<file path="src/rtl/drift_pkg.sv">
package drift_pkg;
  parameter int PERIOD_W = 28;
  parameter int MAG_W    = 3;
  parameter int REG_W    = 32;

  typedef struct packed {
    logic                dir;
    logic [MAG_W-1:0]    mag;
    logic [PERIOD_W-1:0] period;
  } drift_cfg_t;

  localparam logic ADDR_CTRL = 1'b0;
  localparam logic ADDR_CFG  = 1'b1;
endpackage

</file>
<file path="src/rtl/drift_regs.sv">
module drift_regs
  import drift_pkg::*;
(
  input  logic             clk_i,
  input  logic             rst_ni,
  input  logic             wr_en_i,
  input  logic             wr_addr_i,
  input  logic [REG_W-1:0] wr_data_i,
  input  logic             rd_addr_i,
  output logic [REG_W-1:0] rd_data_o,
  output logic             drift_rst_o,
  output drift_cfg_t       cfg_o
);
  localparam drift_cfg_t CFG_RST = '{dir: 1'b0, mag: '0, period: '1};

  logic wr_ctrl, wr_cfg;
  assign wr_ctrl = wr_en_i && (wr_addr_i == ADDR_CTRL);
  assign wr_cfg  = wr_en_i && (wr_addr_i == ADDR_CFG);

  always_ff @(posedge clk_i or negedge rst_ni) begin
    if (!rst_ni) begin
      drift_rst_o <= 1'b0;
      cfg_o       <= CFG_RST;
    end else begin
      if (wr_ctrl) drift_rst_o <= wr_data_i[0];
      // configuration is locked unless drift counter held in reset
      if (wr_cfg && drift_rst_o) cfg_o <= drift_cfg_t'(wr_data_i);
    end
  end

  always_comb begin
    if (rd_addr_i == ADDR_CFG) rd_data_o = REG_W'(cfg_o);
    else                       rd_data_o = {{(REG_W-1){1'b0}}, drift_rst_o};
  end

  assert_cfg_locked_R4: assert property (@(posedge clk_i) disable iff (!rst_ni)
    (wr_cfg && !drift_rst_o) |=> $stable(cfg_o));
endmodule

</file>
<file path="src/rtl/drift_interval.sv">
module drift_interval #(
  parameter int PERIOD_W = 28,
  parameter int NOM_NS   = 8,
  parameter int TIMER_W  = PERIOD_W + 6
) (
  input  logic                clk_i,
  input  logic                rst_ni,
  input  logic                drift_rst_i,
  input  logic [PERIOD_W-1:0] period_i,
  output logic                due_o
);
  logic [TIMER_W-1:0] timer_q, timer_d, sum, interval_ns;
  logic               disabled;

  assign interval_ns = {period_i, 4'b0000} + TIMER_W'(8);
  assign disabled    = &period_i;
  assign sum         = timer_q + TIMER_W'(NOM_NS);
  assign due_o       = !drift_rst_i && !disabled && (sum >= interval_ns);

  always_comb begin
    if (drift_rst_i || disabled) timer_d = '0;
    else if (due_o)              timer_d = sum - interval_ns;
    else                         timer_d = sum;
  end

  always_ff @(posedge clk_i or negedge rst_ni) begin
    if (!rst_ni) timer_q <= '0;
    else         timer_q <= timer_d;
  end

  assert_timer_clear_R8: assert property (@(posedge clk_i) disable iff (!rst_ni)
    drift_rst_i |=> (timer_q == '0));
endmodule

</file>
<file path="src/rtl/time_accum.sv">
module time_accum #(
  parameter int TIME_W = 64,
  parameter int NOM_NS = 8,
  parameter int MAG_W  = 3
) (
  input  logic              clk_i,
  input  logic              rst_ni,
  input  logic              due_i,
  input  logic              dir_i,
  input  logic [MAG_W-1:0]  mag_i,
  output logic [TIME_W-1:0] time_o
);
  logic [TIME_W-1:0] inc;

  // nominal step and correction merged into one increment
  always_comb begin
    if (!due_i)     inc = TIME_W'(NOM_NS);
    else if (dir_i) inc = TIME_W'(NOM_NS) + TIME_W'(mag_i);
    else            inc = TIME_W'(NOM_NS) - TIME_W'(mag_i);
  end

  always_ff @(posedge clk_i or negedge rst_ni) begin
    if (!rst_ni) time_o <= '0;
    else         time_o <= time_o + inc;
  end
endmodule

</file>
<file path="src/rtl/drift_time_counter.sv">
module drift_time_counter
  import drift_pkg::*;
#(
  parameter int TIME_W      = 64,
  parameter int NOM_STEP_NS = 8
) (
  input  logic              clk_i,
  input  logic              rst_ni,
  input  logic              wr_en_i,
  input  logic              wr_addr_i,
  input  logic [REG_W-1:0]  wr_data_i,
  input  logic              rd_addr_i,
  output logic [REG_W-1:0]  rd_data_o,
  output logic [TIME_W-1:0] time_o
);
  localparam int TIMER_W = PERIOD_W + 6;
  localparam int MAX_MAG = (1 << MAG_W) - 1;

  logic       drift_rst, due;
  drift_cfg_t cfg;

  drift_regs u_regs (
    .clk_i, .rst_ni, .wr_en_i, .wr_addr_i, .wr_data_i, .rd_addr_i, .rd_data_o,
    .drift_rst_o(drift_rst), .cfg_o(cfg)
  );

  drift_interval #(.PERIOD_W(PERIOD_W), .NOM_NS(NOM_STEP_NS), .TIMER_W(TIMER_W)) u_interval (
    .clk_i, .rst_ni, .drift_rst_i(drift_rst), .period_i(cfg.period), .due_o(due)
  );

  time_accum #(.TIME_W(TIME_W), .NOM_NS(NOM_STEP_NS), .MAG_W(MAG_W)) u_time (
    .clk_i, .rst_ni, .due_i(due), .dir_i(cfg.dir), .mag_i(cfg.mag), .time_o
  );

  assert_nominal_step_R2: assert property (@(posedge clk_i) disable iff (!rst_ni)
    !due |=> (time_o == $past(time_o) + TIME_W'(NOM_STEP_NS)));

  assert_step_bound_R6: assert property (@(posedge clk_i) disable iff (!rst_ni)
    due |=> ((time_o - $past(time_o)) >= TIME_W'(NOM_STEP_NS - MAX_MAG)) &&
            ((time_o - $past(time_o)) <= TIME_W'(NOM_STEP_NS + MAX_MAG)));

  assert_no_corr_in_reset_R8: assert property (@(posedge clk_i) disable iff (!rst_ni)
    drift_rst |-> !due);

  assert_disabled_period_R7: assert property (@(posedge clk_i) disable iff (!rst_ni)
    (&cfg.period) |-> !due);
endmodule

</file>
<file path="config.mk">
export PLATFORM = sky130hd
export DESIGN_NAME = drift_time_counter
export DESIGN_NICKNAME = d
export VERILOG_FILES = /design/src/rtl/drift_pkg.sv /design/src/rtl/drift_regs.sv /design/src/rtl/drift_interval.sv /design/src/rtl/time_accum.sv /design/src/rtl/drift_time_counter.sv
export SDC_FILE = /design/constraint.sdc
export NUM_CORES = 1
export LEC_CHECK = 0
export ABC_AREA = 1
export BUFFER_PORTS_ARGS = -buffer_cell sky130_fd_sc_hd__clkbuf_2
export CORE_MARGIN = 2
export CORE_UTILIZATION = 50
export CTS_CLUSTER_SIZE = 12
export DETAILED_ROUTE_END_ITERATION = 16
export PLACE_DENSITY_LB_ADDON = 0.1
export SLEW_MARGIN = 30
export SYNTH_ARGS = -nofsm -noshare
export SYNTH_HDL_FRONTEND = slang
export SYNTH_SLANG_ARGS = --single-unit
</file>
<file path="constraint.sdc">
create_clock -name clk_i -period 4.5 [get_ports clk_i]
set_clock_uncertainty 0.1 [all_clocks]
set_input_delay 0.9 -clock clk_i [delete_from_list [all_inputs] [get_ports clk_i]]
set_output_delay 0.9 -clock clk_i [all_outputs]
set_load 0.02 [all_outputs]
</file>
==> results by group, run 1 <==
Clock network
  – Clock root cell: clkbuf_16
  – CTS max path bufs: 2
  – CTS buffer count: 17
  – Clk_lat worst skew: 430 ps
  – H-tree Lvls: 4
  – Hold bufs inserted after CTS: 0
  – Sink Count: around 130
  – CTS tree: yes
  – Reg clk slew, reported paths: 70 ps

Setup path
  – WS Path Type: reg2reg
  – Required @ worst endpoint: about 4700 ps
  – Worst EP arrival: 4530 ps
  – Critical Path Max Stage Delay: 460 ps
  – Crit Path Max Fanout: 5
  – CP max-delay cell: dfrtp_1
  – Worst Setup Start Kind: flop
  – Worst setup EP type: flop
  – Cell mode on critical path: nand2_2

STA
  – Fin. max-slew vios: 0
  – Setup ws final: 174 ps
  – Final Hold Viols: 0
  – Setup violators final: 0
  – Tmin final: 4330 ps
  – Max transition margin: 57.7%
  – Worst-margin pin slew: approximately 630 ps
  – Final period utilization: between 90% and 100%
  – Max Fclk: 231 MHz

Power
  – Max IR drop VDD: 0.389 mV
  – Leakage: 6.34 nW
  – Power Total: 3.50 mW
  – Power Dens Cells: 287 mW/mm^2

Synthesis
  – Post-Syn Area: slightly above 0.009 sq mm
  – Number of flops mapped to enable cells by yosys: 0
  – Post-synth ARST share: 100%
  – Post-synthesis cell count: 1327
  – Yosys cell types: 38
  – Main combinational cell family by area after synthesis: simple AND/OR/NAND/NOR gates
  – Mux share of post-synthesis cell area: 0.122%
  – Post-synthesis average cell area: 6.96 sq um
  – Seq cells post-synth: 128
  – Ys flop type: dfrtp_1
  – Syn. warnings: 0
  – Syn nets: 1399
  – Synth Area in XOR/XNOR: slightly above 10%
  – Sequential share of the synthesized area: 35.1%
  – Synth Area in Simple Gates: 31.5%
  – Post-synthesis compound-gate area fraction: 7.97%
  – Synth Area in Adders: 4.82%

Global routing
  – Grt ovf: 0
  – Largest net degree at the start of global routing: 47
  – First-pass GRT wire length: 48.3 mm
  – Initial antenna violation count: 0
  – Vias in the first global route: about 9.4k
  – Gr usage total: 31.8%

Status
  – Outcome: complete, no violations

Place
  – PortBufs: 132
  – GP Congestion: 0.995
  – Setup slack at placement: -370 ps
  – DPL Wire Length: between 20 and 25 mm

Min path
  – Hold Crit Class: in2async

Layout
  – Fraction of layout instances using a drive strength above 1: 27.9%
  – Most common cell after layout, fill and taps aside: nand2_1
  – # diodes: 0
  – Multi-input combinational cell area: around 0.0058 sq mm
  – Nets: roughly 1.6k
  – Most frequent cells in the layout: 286 x nand2_1, 212 x inv_1, 141 x nor2_1
  – P&R area growth vs syn: 32.0%
  – Utilization after layout: about two thirds
  – # fillers: between 1.5k and 2k
  – FF+latch area: between 0.003 and 0.004 sq mm

Route
  – Routed vias/inst: 5.35
  – Router iterations before antenna repair: 5
  – DR DRC count: 0
  – Vias: 9665
  – Routed len/inst: between 15 and 20 um
  – ANT nets after route: 0
  – 1st-iter DRT viols: 770
  – DRT Wirelength: 32.0 mm

Die
  – Chip Height: 140 um
  – Total die area: about 0.020 sq mm
  – Die Width: 140 um
  – I/O pin cnt: approximately 130
  – Starting density of the core: 51.2%
  – Core Area: 0.0180 sq mm
  – Row count: a little under 50

Run
  – Max_cap viols: 0
synth_stat cells (3+ instances only):
| library cell | n | area, sq um |
|---|---|---|
| nor4_1 | 13 | 81.3 |
| xnor2_1 | 47 | 412 |
| inv_1 | 219 | 822 |
| nand2_1 | 315 | 1180 |
| a21oi_1 | 84 | 420 |
| a31oi_1 | 4 | 25.0 |
| nand2_2 | 3 | 18.8 |
| nor2_4 | 3 | 33.8 |
| ha_1 | 34 | 425 |
| nand4_1 | 43 | 269 |
| nor2_1 | 169 | 634 |
| xor2_1 | 62 | 543 |
| nand3b_1 | 4 | 30.0 |
| dfstp_2 | 28 | 736 |
| buf_6 | 4 | 45.0 |
| nor2_2 | 3 | 18.8 |
| o21bai_1 | 6 | 45.0 |
| dfrtp_1 | 100 | 2500 |
| clkbuf_1 | 12 | 45.0 |
| nand3_1 | 72 | 360 |
| o21ai_0 | 23 | 115 |
| nor3_1 | 43 | 215 |
| o21ai_1 | 15 | 75.1 |
cell families (layout without fill, tap and decap cells):
kind of cell	count (synthesis)	in the layout
buffers and inverters	240	491
adders and majority gates	35	35
AOI/OAI and AO/OA	139	139
muxes	1	1
DFF	128	128
xor gates and xnor gates	109	109
and+or+nand+nor	675	675
state kept, by name (all words and copies together) (netlist names):
name and cells:
u_regs.cfg_o 32, u_time.time_o 64, u_regs.drift_rst_o 1, u_interval.timer_q 31
layer usage:
layer | global-route usage (%) | vias up | part of all wire, % | wire length, um
met5 | 0 | - | 0 | 0
met4 | 19.4 | 0 | 6.7 | 2130
met3 | 5.20 | 119 | 4.9 | 1580
met2 | 54.6 | 368 | 50 | 15900
met1 | 37.4 | 4497 | 39 | 12400
li1 | - | 4681 | - | -
report_power, final:
part | leakage [nW] | internal, mW | switching (mW)
Combinational | 4.40 | 0.277 | 0.483
Clock | 0.283 | 0.825 | 0.595
Sequential | 1.65 | 1.26 | 0.0620
Total | 6.34 | 2.36 | 1.14
metrics by stage:
stage                     hold slack (ps)  std cells  cell area, sq um  setup TNS (ps)
after CTS                             377       1784             11400               0
after global placement                362       1750             10700            -862
final                                 368       1807             12200               0
after floorplan                       373       1327              9240               0
after detailed placement              363       1750             10700           -3170
after global routing                  388       1807             12200            -771
area by class of cell:
cell class / count / area share, %
inverters: 221 / 6.83
repair buffers: 238 / 12.1
multi-input cells: 959 / 47.3
clock buffers: 18 / 3.52
clock inverters: 14 / 1.29
well taps: 229 / 2.35
flip-flops and latches: 128 / 26.6
critical path, delay by kind of cell, from the launching register on:
kind | cells | cell delay, ps
adders and majority gates | 3 | 840
xor gates and xnor gates | 2 | 380
AOI/OAI and AO/OA | 1 | 130
and+or+nand+nor | 19 | 1830
DFF | 1 | 460
buffers and inverters | 4 | 450
timing repair:
action,4_1_cts,5_1_grt
buffers inserted,2,23
resized for setup,14,140
setup endpoints to repair,36,59
gates cloned,0,0
pin swaps,3,55
path summary, 6_finish.rpt:
check                                            from                 to  depth (start not counted)  slack (ps)
worst max-delay path            u_interval.timer_q[6]  u_time.time_o[16]                         29         170
min in group clk_i                  u_time.time_o[63]  u_time.time_o[63]                          1         370
worst min register to register      u_time.time_o[63]  u_time.time_o[63]                          1         370
max in group asynchronous                      rst_ni   u_regs.cfg_o[12]                          2        2980
worst min-delay path                           rst_ni   u_time.time_o[6]                          1         370
worst max register to register  u_interval.timer_q[6]  u_time.time_o[16]                         29         170
Power figures use the tool's default switching activity.
==> inputs of run 2 (changes only) <==
- CELL_PAD_IN_SITES_DETAIL_PLACEMENT: not set -> 0
- CELL_PAD_IN_SITES_GLOBAL_PLACEMENT: not set -> 1
- CORE_UTILIZATION: 50 -> 38
==> run 2 against run 1 <==
Sequential cell count did not move. Clock power fell by 5%. Worst setup slack improved by 9.0 ps. Critical path type unchanged. Largest power group unchanged. Highest routed layer unchanged.
==> results by group, run 2 (synthesis results as in run 1) <==
Layout
  – Max reg flops: 64 (unchanged)
  – Utilization after layout: 51.8% (was 67.6%)
  – Most frequent cells in the layout: 283 x nand2_1, 209 x inv_1, 144 x nor2_1 (was 286 x nand2_1, 212 x inv_1, 141 x nor2_1)
  – # fillers: 2535 (was 1591)
  – Top flop regs: u_time.time_o x64, u_regs.cfg_o x32, u_interval.timer_q x31 (unchanged)
  – P&R area growth vs syn: 35.2% (was 32.0%)
  – Nets: 1670 (was 1637)
  – Most common cell after layout, fill and taps aside: nand2_1 (unchanged)
  – Fin area: 0.0125 sq mm (was 0.0122 sq mm)
  – Fraction of layout instances using a drive strength above 1: 29.1% (was 27.9%)
  – Final cell count without fillers: 1936 (was 1807)
  – Reg with most FFs: u_time.time_o (unchanged)

Place
  – Post-DP Area: 0.0112 sq mm (was 0.0107 sq mm)
  – PortBufs: 132 (unchanged)
  – DPL Wire Length: 26.9 mm (was 24.6 mm)
  – GP Congestion: 0.927 (was 0.995)
  – Dpl cells: 1892 (was 1750)

Route
  – DR DRC count: 0 (unchanged)
  – 1st-iter DRT viols: 500 (was 770)
  – ANT nets after route: 0 (unchanged)
  – DRT Wirelength: 33.1 mm (was 32.0 mm)
  – Routed vias/inst: 4.86 (was 5.35)
  – Router iterations before antenna repair: 6 (was 5)
  – Vias: 9410 (was 9665)
  – Routed len/inst: 17.1 um (was 17.7 um)

STA
  – RSZ-0062 raised after global routing: yes
  – Final period utilization: 95.9% (was 96.1%)
  – Fin. max-slew vios: 0 (unchanged)
  – Final Hold Viols: 0 (unchanged)
  – Tmin final: 4320 ps (was 4330 ps)
  – Worst-margin pin slew: 828 ps (was 628 ps)
  – Max transition margin: 44.8% (was 57.7%)
  – Setup violators final: 0 (unchanged)
  – Max Fclk: 232 MHz (was 231 MHz)

Power
  – Max IR drop VDD: 0.211 mV (was 0.389 mV)
  – Net Sw Frac: 32.6% (about the same)
  – Leakage: 6.47 nW (was 6.34 nW)
  – Sequential power share: 38.5% (was 37.7%)
  – Power Total: 3.42 mW (was 3.50 mW)
  – Logic pwr share: 22.0% (was 21.7%)
  – Clock network fraction of design power: 39.5% (was 40.6%)
  – NetSw: 1.11 mW (was 1.14 mW)
  – Power Dens Cells: 274 mW/mm^2 (was 287 mW/mm^2)
  – Pint: 2.30 mW (was 2.36 mW)

Clock network
  – CTS max path bufs: 2 (unchanged)
  – Clock root cell: clkbuf_16 (unchanged)
  – Clk_lat worst skew: 430 ps (about the same)
  – Reg clk slew, reported paths: 60 ps (was 70 ps)
  – CTS tree: yes (unchanged)
  – Sink Count: 128 (unchanged)
  – CTS buffer count: 17 (unchanged)
  – H-tree Lvls: 4 (unchanged)
  – Hold bufs inserted after CTS: 0 (unchanged)

Setup path
  – CP max-delay cell: dfrtp_1 (unchanged)
  – WS Path Type: reg2reg (unchanged)
  – RR Startpoint: u_interval.timer_q[4] (was u_interval.timer_q[6])
  – Crit Path Max Fanout: 5 (unchanged)
  – Worst Reg2Reg Path Length in Cells: 31 (was 29)
  – Reg2Reg Capture Point: u_time.time_o[57] (was u_time.time_o[16])
  – Cell mode on critical path: nand3_2 (was nand2_2)
  – Worst EP arrival: 4520 ps (was 4530 ps)
  – R2R Setup Slk: 180 ps (was 170 ps)
  – Critical Path Max Stage Delay: 390 ps (was 460 ps)
  – Worst setup EP type: flop (unchanged)
  – Worst Setup Start Kind: flop (unchanged)
  – Required @ worst endpoint: 4700 ps (was 4710 ps)

Die
  – Die Width: 160 um (was 140 um)
  – Row count: 57 (was 49)
  – Total die area: 0.0256 sq mm (was 0.0196 sq mm)
  – Chip Height: 160 um (was 140 um)
  – Starting density of the core: 38.3% (was 51.2%)
  – I/O pin cnt: 133 (unchanged)
  – Core Area: 0.0241 sq mm (was 0.0180 sq mm)

Min path
  – Min-Delay Endpoint: u_time.time_o[63]
  – Hold Path Depth: 1
  – Hold Crit Start: u_time.time_o[63]
  – Hold Crit Class: reg2reg (was in2async)

Global routing
  – Met2 Track Usage GR: 47.8% (was 54.6%)
  – Largest net degree at the start of global routing: 102 (was 47)
  – Gr usage total: 26.0% (was 31.8%)
  – Grt ovf: 0 (unchanged)
  – GRT busiest layer: met2 (unchanged)
  – First-pass GRT wire length: 50.9 mm (was 48.3 mm)
  – Vias in the first global route: 9406 (was 9409)
  – Initial antenna violation count: 2 (was 0)
  – Met1 usage: 31.4% (was 37.4%)
  – GR Util met3: 3.56% (was 5.20%)

Run
  – Max_cap viols: 0 (unchanged)

Status
  – Outcome: complete, no violations (unchanged)
run 2: changes by cell type in the layout (fill, tap and decap cells not counted), sizes merged:
cell / delta
buf: +32
bufinv: -1
clkinv: -3
clkinvlp: +4
diode: +2
run 2: critical path: cells and delay by family, from the launching register on:
family                   cells  cell delay (ps)
adder cells (fa/ha/maj)      3              840
buffers and inverters        5              510
XOR/XNOR                     2              310
AO/OA/AOI/OAI                2              400
flip-flops                   1              390
AND/OR/NAND/NOR             19             1640
run 2: timing repair:
item,CTS,global route
setup buffers,1,12
pin swaps,6,40
hold endpoints to repair,0,0
endpoints found under the setup margin,51,57
resized for setup,26,123
run 2: stage by stage:
stage                     setup slack (ps)  hold WS (ps)  setup TNS (ps)
final                                  183           394               0
after global routing                  -122           405           -1950
after CTS                             4.82           400               0
after detailed placement              -283           391           -6720
after global placement                -144           375           -2020
after floorplan                       47.8           373               0
run 2: worst max-delay path by stage:
stage                                from                end  slack, ps  cells past startpoint
finish              u_interval.timer_q[4]  u_time.time_o[57]        180                     31
global route        u_interval.timer_q[4]  u_time.time_o[44]       -120                     29
CTS                 u_interval.timer_q[4]  u_time.time_o[61]          5                     32
detailed placement  u_interval.timer_q[3]  u_time.time_o[61]       -280                     30
global placement    u_interval.timer_q[3]  u_time.time_o[50]       -140                     32
floorplan           u_interval.timer_q[3]  u_time.time_o[50]         50                     32
run 2: layout make-up:
class	instances	area, sq um	area share [%]
Multi-Input combinational cell	959	5720	45.8
Clock inverter	14	135	1.08
Inverter	221	830	6.64
Sequential cell	128	3240	25.9
Clock buffer	17	425	3.41
Antenna cell	2	5.00	0.0401
Tap cell	324	405	3.25
Timing Repair Buffer	271	1720	13.8
run 2: metal layers:
layer / vias up / wire length, um
met1: 4424 / 14100
met3: 42 / 973
li1: 4769 / -
met5: - / 0
met4: 0 / 898
met2: 175 / 17200
run 2: power groups by stage:
| stage | combinational (mW) | clock, mW | sequential [mW] |
|---|---|---|---|
| floorplan | 0.411 | 0 | 1.32 |
| global placement | 0.688 | 0 | 1.33 |
| detailed placement | 0.691 | 0 | 1.34 |
| CTS | 0.698 | 1.37 | 1.32 |
| global route | 0.836 | 1.43 | 1.33 |
| finish | 0.752 | 1.35 | 1.32 |
